**src/rtl/flt_pkg.sv**
```systemverilog
package flt_pkg;
    typedef enum logic [2:0] {
        OP_LOAD   = 3'd0,
        OP_STORE  = 3'd1,
        OP_SEM    = 3'd2,
        OP_FLUSH  = 3'd3,
        OP_FLUSHI = 3'd4,
        OP_FENCE  = 3'd5,
        OP_FSYNC  = 3'd6,
        OP_RSVD   = 3'd7
    } req_op_e;

    typedef enum logic {
        ST_RUN   = 1'b0,
        ST_DRAIN = 1'b1
    } seq_state_e;
endpackage

```
**src/rtl/flt_line_table.sv**
```systemverilog
module flt_line_table #(
    parameter int DEPTH  = 8,
    parameter int LINE_W = 26,
    parameter int IDX_W  = $clog2(DEPTH)
) (
    input  logic              clk,
    input  logic              rst_n,
    input  logic              alloc_en,
    input  logic [LINE_W-1:0] alloc_line,
    output logic [IDX_W-1:0]  alloc_idx,
    input  logic              ack_valid,
    input  logic [IDX_W-1:0]  ack_idx,
    input  logic [LINE_W-1:0] look_line,
    output logic              look_hit,
    output logic              full,
    output logic              empty
);
    logic [DEPTH-1:0]  valid_q;
    logic [LINE_W-1:0] line_q [DEPTH];
    logic [DEPTH-1:0]  match;

    for (genvar g = 0; g < DEPTH; g++) begin : g_slot
        always_ff @(posedge clk) begin
            if (!rst_n) begin
                valid_q[g] <= 1'b0;
                line_q[g]  <= '0;
            end else begin
                if (ack_valid && ack_idx == IDX_W'(g))
                    valid_q[g] <= 1'b0;
                if (alloc_en && alloc_idx == IDX_W'(g)) begin
                    valid_q[g] <= 1'b1;
                    line_q[g]  <= alloc_line;
                end
            end
        end
        assign match[g] = valid_q[g] && (line_q[g] == look_line);
    end

    always_comb begin
        alloc_idx = '0;
        for (int i = DEPTH - 1; i >= 0; i--) begin
            if (!valid_q[i])
                alloc_idx = IDX_W'(i);
        end
    end

    assign look_hit = |match;
    assign full     = &valid_q;
    assign empty    = ~|valid_q;


    alloc_when_full_chk: assert property (@(posedge clk) disable iff (!rst_n)
        alloc_en |-> !full);


    ack_clear_chk: assert property (@(posedge clk) disable iff (!rst_n)
        (ack_valid && valid_q[ack_idx]) |=> !valid_q[$past(ack_idx)]);


    alloc_set_chk: assert property (@(posedge clk) disable iff (!rst_n)
        alloc_en |=> valid_q[$past(alloc_idx)]);
endmodule

```
**src/rtl/flt_seq_ctrl.sv**
```systemverilog
module flt_seq_ctrl (
    input  logic                 clk,
    input  logic                 rst_n,
    input  logic                 req_valid,
    input  flt_pkg::req_op_e     req_op,
    input  logic                 full,
    input  logic                 empty,
    output logic                 grant,
    output logic                 alloc_en,
    output logic                 sync_done
);
    import flt_pkg::*;

    seq_state_e state_q, state_d;
    logic       is_mem;
    logic       is_flush;

    assign is_mem   = (req_op == OP_LOAD) || (req_op == OP_STORE) || (req_op == OP_SEM);
    assign is_flush = (req_op == OP_FLUSH) || (req_op == OP_FLUSHI);

    always_ff @(posedge clk) begin
        if (!rst_n) state_q <= ST_RUN;
        else        state_q <= state_d;
    end

    always_comb begin
        state_d = state_q;
        unique case (state_q)
            ST_RUN: begin
                if (req_valid && req_op == OP_FSYNC && !empty)
                    state_d = ST_DRAIN;
            end
            ST_DRAIN: begin
                if (empty)
                    state_d = ST_RUN;
            end
        endcase
    end

    always_comb begin
        grant     = 1'b0;
        sync_done = 1'b0;
        unique case (state_q)
            ST_RUN: begin
                if (is_flush) grant = req_valid && !full;
                else          grant = req_valid;
                sync_done = req_valid && req_op == OP_FSYNC && empty;
            end
            ST_DRAIN: begin
                grant     = req_valid && is_mem;
                sync_done = empty;
            end
        endcase
        alloc_en = grant && is_flush;
    end


    drain_hold_chk: assert property (@(posedge clk) disable iff (!rst_n)
        (state_q == ST_DRAIN && !empty) |=> state_q == ST_DRAIN);


    mem_grant_chk: assert property (@(posedge clk) disable iff (!rst_n)
        (req_valid && is_mem) |-> grant);


    sync_done_empty_chk: assert property (@(posedge clk) disable iff (!rst_n)
        sync_done |-> empty);
endmodule

```
**src/rtl/flush_order_tracker.sv**
```systemverilog
module flush_order_tracker #(
    parameter int ADDR_W    = 32,
    parameter int LINE_BITS = 6,
    parameter int DEPTH     = 8,
    localparam int LINE_W   = ADDR_W - LINE_BITS,
    localparam int IDX_W    = $clog2(DEPTH)
) (
    input  logic              clk,
    input  logic              rst_n,
    input  logic              req_valid,
    input  logic [2:0]        req_op,
    input  logic [ADDR_W-1:0] req_addr,
    output logic              req_grant,
    output logic              req_line_hit,
    output logic              fl_valid,
    output logic              fl_instr,
    output logic [LINE_W-1:0] fl_line,
    output logic [IDX_W-1:0]  fl_idx,
    input  logic              ack_valid,
    input  logic [IDX_W-1:0]  ack_idx,
    output logic              sync_done
);
    import flt_pkg::*;

    req_op_e           op;
    logic [LINE_W-1:0] req_line;
    logic              unused_low;
    logic              alloc_en, look_hit, tbl_full, tbl_empty;
    logic [IDX_W-1:0]  alloc_idx;

    assign op         = req_op_e'(req_op);
    assign req_line   = req_addr[ADDR_W-1:LINE_BITS];
    assign unused_low = ^req_addr[LINE_BITS-1:0];

    flt_line_table #(.DEPTH(DEPTH), .LINE_W(LINE_W), .IDX_W(IDX_W)) u_table (
        .clk        (clk),
        .rst_n      (rst_n),
        .alloc_en   (alloc_en),
        .alloc_line (req_line),
        .alloc_idx  (alloc_idx),
        .ack_valid  (ack_valid),
        .ack_idx    (ack_idx),
        .look_line  (req_line),
        .look_hit   (look_hit),
        .full       (tbl_full),
        .empty      (tbl_empty)
    );

    flt_seq_ctrl u_seq (
        .clk       (clk),
        .rst_n     (rst_n),
        .req_valid (req_valid),
        .req_op    (op),
        .full      (tbl_full),
        .empty     (tbl_empty),
        .grant     (req_grant),
        .alloc_en  (alloc_en),
        .sync_done (sync_done)
    );

    assign req_line_hit = req_valid && look_hit &&
                          (op == OP_LOAD || op == OP_STORE || op == OP_SEM);
    assign fl_valid = alloc_en;
    assign fl_instr = alloc_en && op == OP_FLUSHI;
    assign fl_line  = req_line;
    assign fl_idx   = alloc_idx;


    dispatch_grant_chk: assert property (@(posedge clk) disable iff (!rst_n)
        fl_valid |-> (req_grant && (op == OP_FLUSH || op == OP_FLUSHI)));
endmodule

```
**config.mk**
```make
export PLATFORM = sky130hd
export DESIGN_NAME = flush_order_tracker
export DESIGN_NICKNAME = d
export VERILOG_FILES = /design/src/rtl/flt_pkg.sv /design/src/rtl/flt_line_table.sv /design/src/rtl/flt_seq_ctrl.sv /design/src/rtl/flush_order_tracker.sv
export SDC_FILE = /design/constraint.sdc
export NUM_CORES = 1
export LEC_CHECK = 0
export BUFFER_PORTS_ARGS = -buffer_cell sky130_fd_sc_hd__buf_2
export CAP_MARGIN = 40
export CORE_ASPECT_RATIO = 1.4
export CORE_MARGIN = 1
export CORE_UTILIZATION = 30
export CTS_CLUSTER_SIZE = 14
export DETAILED_ROUTE_END_ITERATION = 8
export GPL_ROUTABILITY_DRIVEN = 0
export PLACE_DENSITY = 0.51
export RECOVER_POWER = 100
export SYNTH_ARGS = -nofsm -noshare
export SYNTH_HDL_FRONTEND = slang
export SYNTH_SLANG_ARGS = --single-unit
```
**constraint.sdc**
```tcl
create_clock -name clk -period 6.5 [get_ports clk]
set_input_delay 0.65 -clock clk [delete_from_list [all_inputs] [get_ports clk]]
set_output_delay 0.65 -clock clk [all_outputs]
set_load 0.02 [all_outputs]
```
* Word level (Yosys, flattened, before mapping)
Memories as Yosys holds them, arrays and structs flattened.
Index checks and enable logic that the tools add are counted.
** Storage, ports and cells
- Word-level logic and storage cells :: 161
- Flip-flop bits (word level) :: 9
- Output and inout bits :: 34
- Memories :: 1
- RAM bits :: 208
- Input bits :: 42
** Memory list
- u_table.line_q :: depth 8, bits a word 26, read ports 8, clocked after memory_dff 0, wr ports 8, line flt_line_table.sv:19 : logic [LINE_W-1:0] line_q [DEPTH];
** Cells by class
- Bitwise operators :: 9
- Reduce and logical (&&, ||, !) cells :: 52
- Mux-type cells :: 63
- Eq/ne operators :: 27
** Operators by type and width (count)
- 26-bit == test :: 8
- 26-bit two-way mux :: 8
- 1-bit two-way mux :: 44
- 1-bit logical AND :: 33
- 3-bit == test, second input constant :: 10
- 3-bit two-way mux :: 8
- 3-bit by 2-bit == test with 1-bit output, second input constant :: 6
- 2-bit nonzero test :: 8
- 8-bit OR reduction :: 2
- 3-bit by 1-bit == test with 1-bit output, second input constant :: 3
- 3-bit zero test :: 3
- 1-bit bitwise OR :: 8
- 8-bit AND reduction :: 1
- 1-bit case mux with 2 select lines :: 3
- 1-bit logical OR :: 3
- 1-bit zero test :: 2
- 1-bit inverter :: 1

* Logic depth before layout (Yosys ltp)
- Depth in word-level cells :: 14
- Mapped depth :: 8
- Mapped depth without buffers :: 6

* Hierarchy
Synthesis repeated with hierarchy kept, for this count alone.
** Unflattened totals
- Cells, all modules :: 873
- Area, all modules :: 11126.9 um2
** By module, submodules not included
- flt_line_table :: area each 10810.4 um2, seq. area each 6406.1 um2, cells an instance 830, instances 1
- flush_order_tracker :: area each 219.0 um2, seq. area each 0.0 um2, cells an instance 29, instances 1
- flt_seq_ctrl :: area each 97.6 um2, seq. area each 20.0 um2, cells an instance 14, instances 1

* Worst setup path before layout
OpenSTA, ideal clock, no wires.
- Path type :: input port to flip-flop
- From :: in req_op[0]
- To :: mem u_table.line_q[4][0], in the netlist u_table.line_q[1][0], enable pin
- Buffers on the path :: 0
- Arrival :: 3585 ps
- Path slack :: 2470 ps
- Library setup time :: 445 ps
- Required time :: 6055 ps
- Stages :: 5
- Cell sequence :: or3b_1 o21ai_2 nand3b_4 or3b_4 o21ai_0
** RTL lines
- start: declaration :: line flush_order_tracker.sv:11 : input logic [2:0] req_op,
- end: declaration :: line flt_line_table.sv:19

==> summary.md <==
| Metric | Value |
|---|---|
| Status | finished, violations left |
| Failing checks | max-capacitance violations, max-slew violations |
| Global-route usage over all layers | 14.3% |
| Peak supply drop | between 0.00015 and 0.0002 V |
| Seq pwr share | a little over half |
| Overall power | between 3 and 4 mW |
| Area leader, netlist | edfxtp_1 |
| Top post-synthesis cells by count | and2_1, edfxtp_1, xnor2_1 |
| Number of synthesized flops with an enable pin | between 200 and 250 |
| FF+latch area | roughly 6400 sq um |
| Synth unique cells | 41 |
| Antenna violations before repair | 3 |
| # hold bufs at CTS | 0 |
| YS warnings | 0 |
| Hold Path Origin | ack_idx[1] |
| Final HPWL DP | about 16 mm |
| Critical path startpoint | req_op[0] |
| Layout cell share with drive strength beyond 1 | 7.24% |
| Worst path arrival time | roughly 4700 ps |
| Via count | approximately 6200 |
| Rows | ~80 |
| Critical Path Fanout Max | 18 |
| Iteration-0 DRC Markers | ~360 |
| Setup TNS | 0 ps |
| Reg2Reg Depth | 5 |
| Mapped Area | between 10000 and 15000 sq um |
| Clock-pin slew on the worst setup and hold paths | around 70 ps |
| Clock share of power | 39.2% |
| Largest net degree at the start of global routing | 28 |
| Setup bufs post-CTS | 0 |
| CP Capture Type | register |
| Pint | approximately 2.3 mW |
| Rel. slew slack | -47.3% |
| Number of global-route vias before repair | ~6200 |
| CTS sink cnt | 217 |
| Endpoints failing setup | 0 |
| Filler cell count | ~3600 |
| Fraction of the cycle the final worst path needs | between 60% and 70% |
| First-pass GRT wire length | between 30 and 40 mm |
| Initial Utilization | a little under a third |
| Wire length per cell | between 15 and 20 um |
| Cells after Synth | about 890 |
| CTS tree | built |
| Critical setup path kind | in2reg |
| Synth Flop Type | edfxtp_1 |
| Max Slew Vio Count | between 50 and 60 |
| Minimum clock period after layout | about 4300 ps |
| Area grow syn2layout | 9.84% |
| DRT Wirelength | about 26 mm |
| Drt drc | 0 |
| Synthesized flop and latch total | about 220 |
| NetSw | around 0.71 mW |
| Clk_lat worst skew | 520 ps |
| Worst slew pin tran | 2150 ps |
| Worst hold stages | 3 |
| DR vias/cell | between 4 and 5 |
| Mean Syn Cell Area | 12.4 sq um |
| Combinational power share | between 8 and 9% |
| Die Height | ~230 um |
| Die area | about 37000 sq um |
| Final-report hold violation count | 0 |
| Total congestion overflow | 0 |
| Sw Share | 23.3% |
| DRT Pass-1 Iters | 5 |
| Startpoint types | input pin |
| Top cell type's share of synthesized area | a little under three fifths |
| Longest Clk Path Bufs | 3 |
| Post-route ant nets | 0 |
| Die X | 164 um |
| Syn nets | approximately 930 |
| NumNets Final | ~940 |
| Worst Clk Skew | roughly 23 ps |
| WP data required | roughly 6900 ps |
| Post-synth ARST share | 0% |
| Io pins | between 70 and 80 |
| H-tree lvl count | 1 |
| Max cap viols | 3 |
| Port bufs | 69 |
| R2r setup slk | approximately 2600 ps |
| Seq/Total Area, Yosys | about three fifths |
| Multi-input gate area | roughly 4000 sq um |
| RSZ-0062 raised after global routing | no |
| FMAX | around 230 MHz |
| P per Cell Area | 253 nW/um^2 |
| Hold endpoint | u_table.valid_q[4] |
| Post-Route Utilization | between 30% and 40% |
| Core area | approximately 36000 sq um |
| Post_cts resized | 0 |
| Top post-synthesis cells by area | edfxtp_1, and2_1, xnor2_1 |
| Worst r2r dst | u_table.line_q[1][49] |
| CTS Root Cell | clkbuf_16 |
| Hold crit path type | in2reg |
| Worst reg2reg path startpoint | u_table.valid_q[2] |
| CTS buffer count | 21 |
| P_leak | 4.11 nW |
power groups by stage:
stage / Combinational, mW / Clock [mW] / Sequential, mW
6_report: 0.251 / 1.20 / 1.60
5_1_grt: 0.278 / 1.28 / 1.61
4_1_cts: 0.268 / 1.23 / 1.60
3_5_place_dp: 0.267 / 0 / 1.63
3_3_place_gp: 0.263 / 0 / 1.63
2_1_floorplan: 0.188 / 0 / 1.63
metrics by stage:
| step | hold slack, ps | instance area [sq um] | cells | setup WS [ps] |
|---|---|---|---|---|
| after floorplan | 500 | 11000 | 885 | 2470 |
| after global placement | 570 | 11500 | 1331 | 2810 |
| after detailed placement | 566 | 11600 | 1335 | 2820 |
| after CTS | 477 | 12200 | 1373 | 2800 |
| after global routing | 527 | 12100 | 1374 | 1760 |
| final | 501 | 12100 | 1374 | 2160 |
worst max-delay path by stage:
stage	endpoint	slack (ps)
finish	u_table.line_q[1][49]	2160
global route	u_table.line_q[1][45]	1760
CTS	req_line_hit	2800
detailed placement	req_line_hit	2820
global placement	req_line_hit	2810
floorplan	u_table.line_q[1][0]	2470
area by class of cell:
type / count / area share, %
Antenna cell: 1 / 0.0208
Clock buffer: 25 / 4.49
Clock inverter: 13 / 0.914
Inverter: 7 / 0.218
Multi-Input combinational cell: 563 / 33.2
Sequential cell: 217 / 53.3
Tap cell: 462 / 4.80
Timing Repair Buffer: 86 / 3.08
metal layers:
layer | vias up | GRT usage, % | share of wire [%]
met3 | 34 | 1.27 | 3.5
met1 | 3054 | 17.5 | 41
met2 | 121 | 25.3 | 52
met4 | 0 | 5.84 | 3.2
li1 | 3025 | - | -
met5 | - | 0 | 0
state kept, by name, indices dropped and copies added, names as in the netlist:
signal           cells
u_seq.state_q        1
u_table.valid_q      8
u_table.line_q     208
logic make-up after synthesis:
kind of cell | Yosys count | synth area share, %
AO/OA/AOI/OAI | 26 | 1.72
flip-flops | 217 | 58.6
AND/OR/NAND/NOR | 329 | 18.5
buffers and inverters | 105 | 4.62
XOR/XNOR | 208 | 16.6
critical path: stages:
cell,delay (ps)
clkbuf_1,100
or3b_1,400
o21ai_0,150
nand3b_1,340
or3b_1,520
a2111oi_0,1760
clkbuf_1,560
and2_1,200
cell usage in the layout, fill, tap and decap left out, types with 10 or more instances in the layout:
cell       instances
nor4_1            27
nand2_1           10
and2_0            91
xor2_1            88
xnor2_1          120
nand4_1           44
nor2_1            11
clkbuf_16         21
edfxtp_1         208
and2_1           117
buf_2             36
clkbuf_1          53
Note: power is estimated with default switching activity, not from simulation.
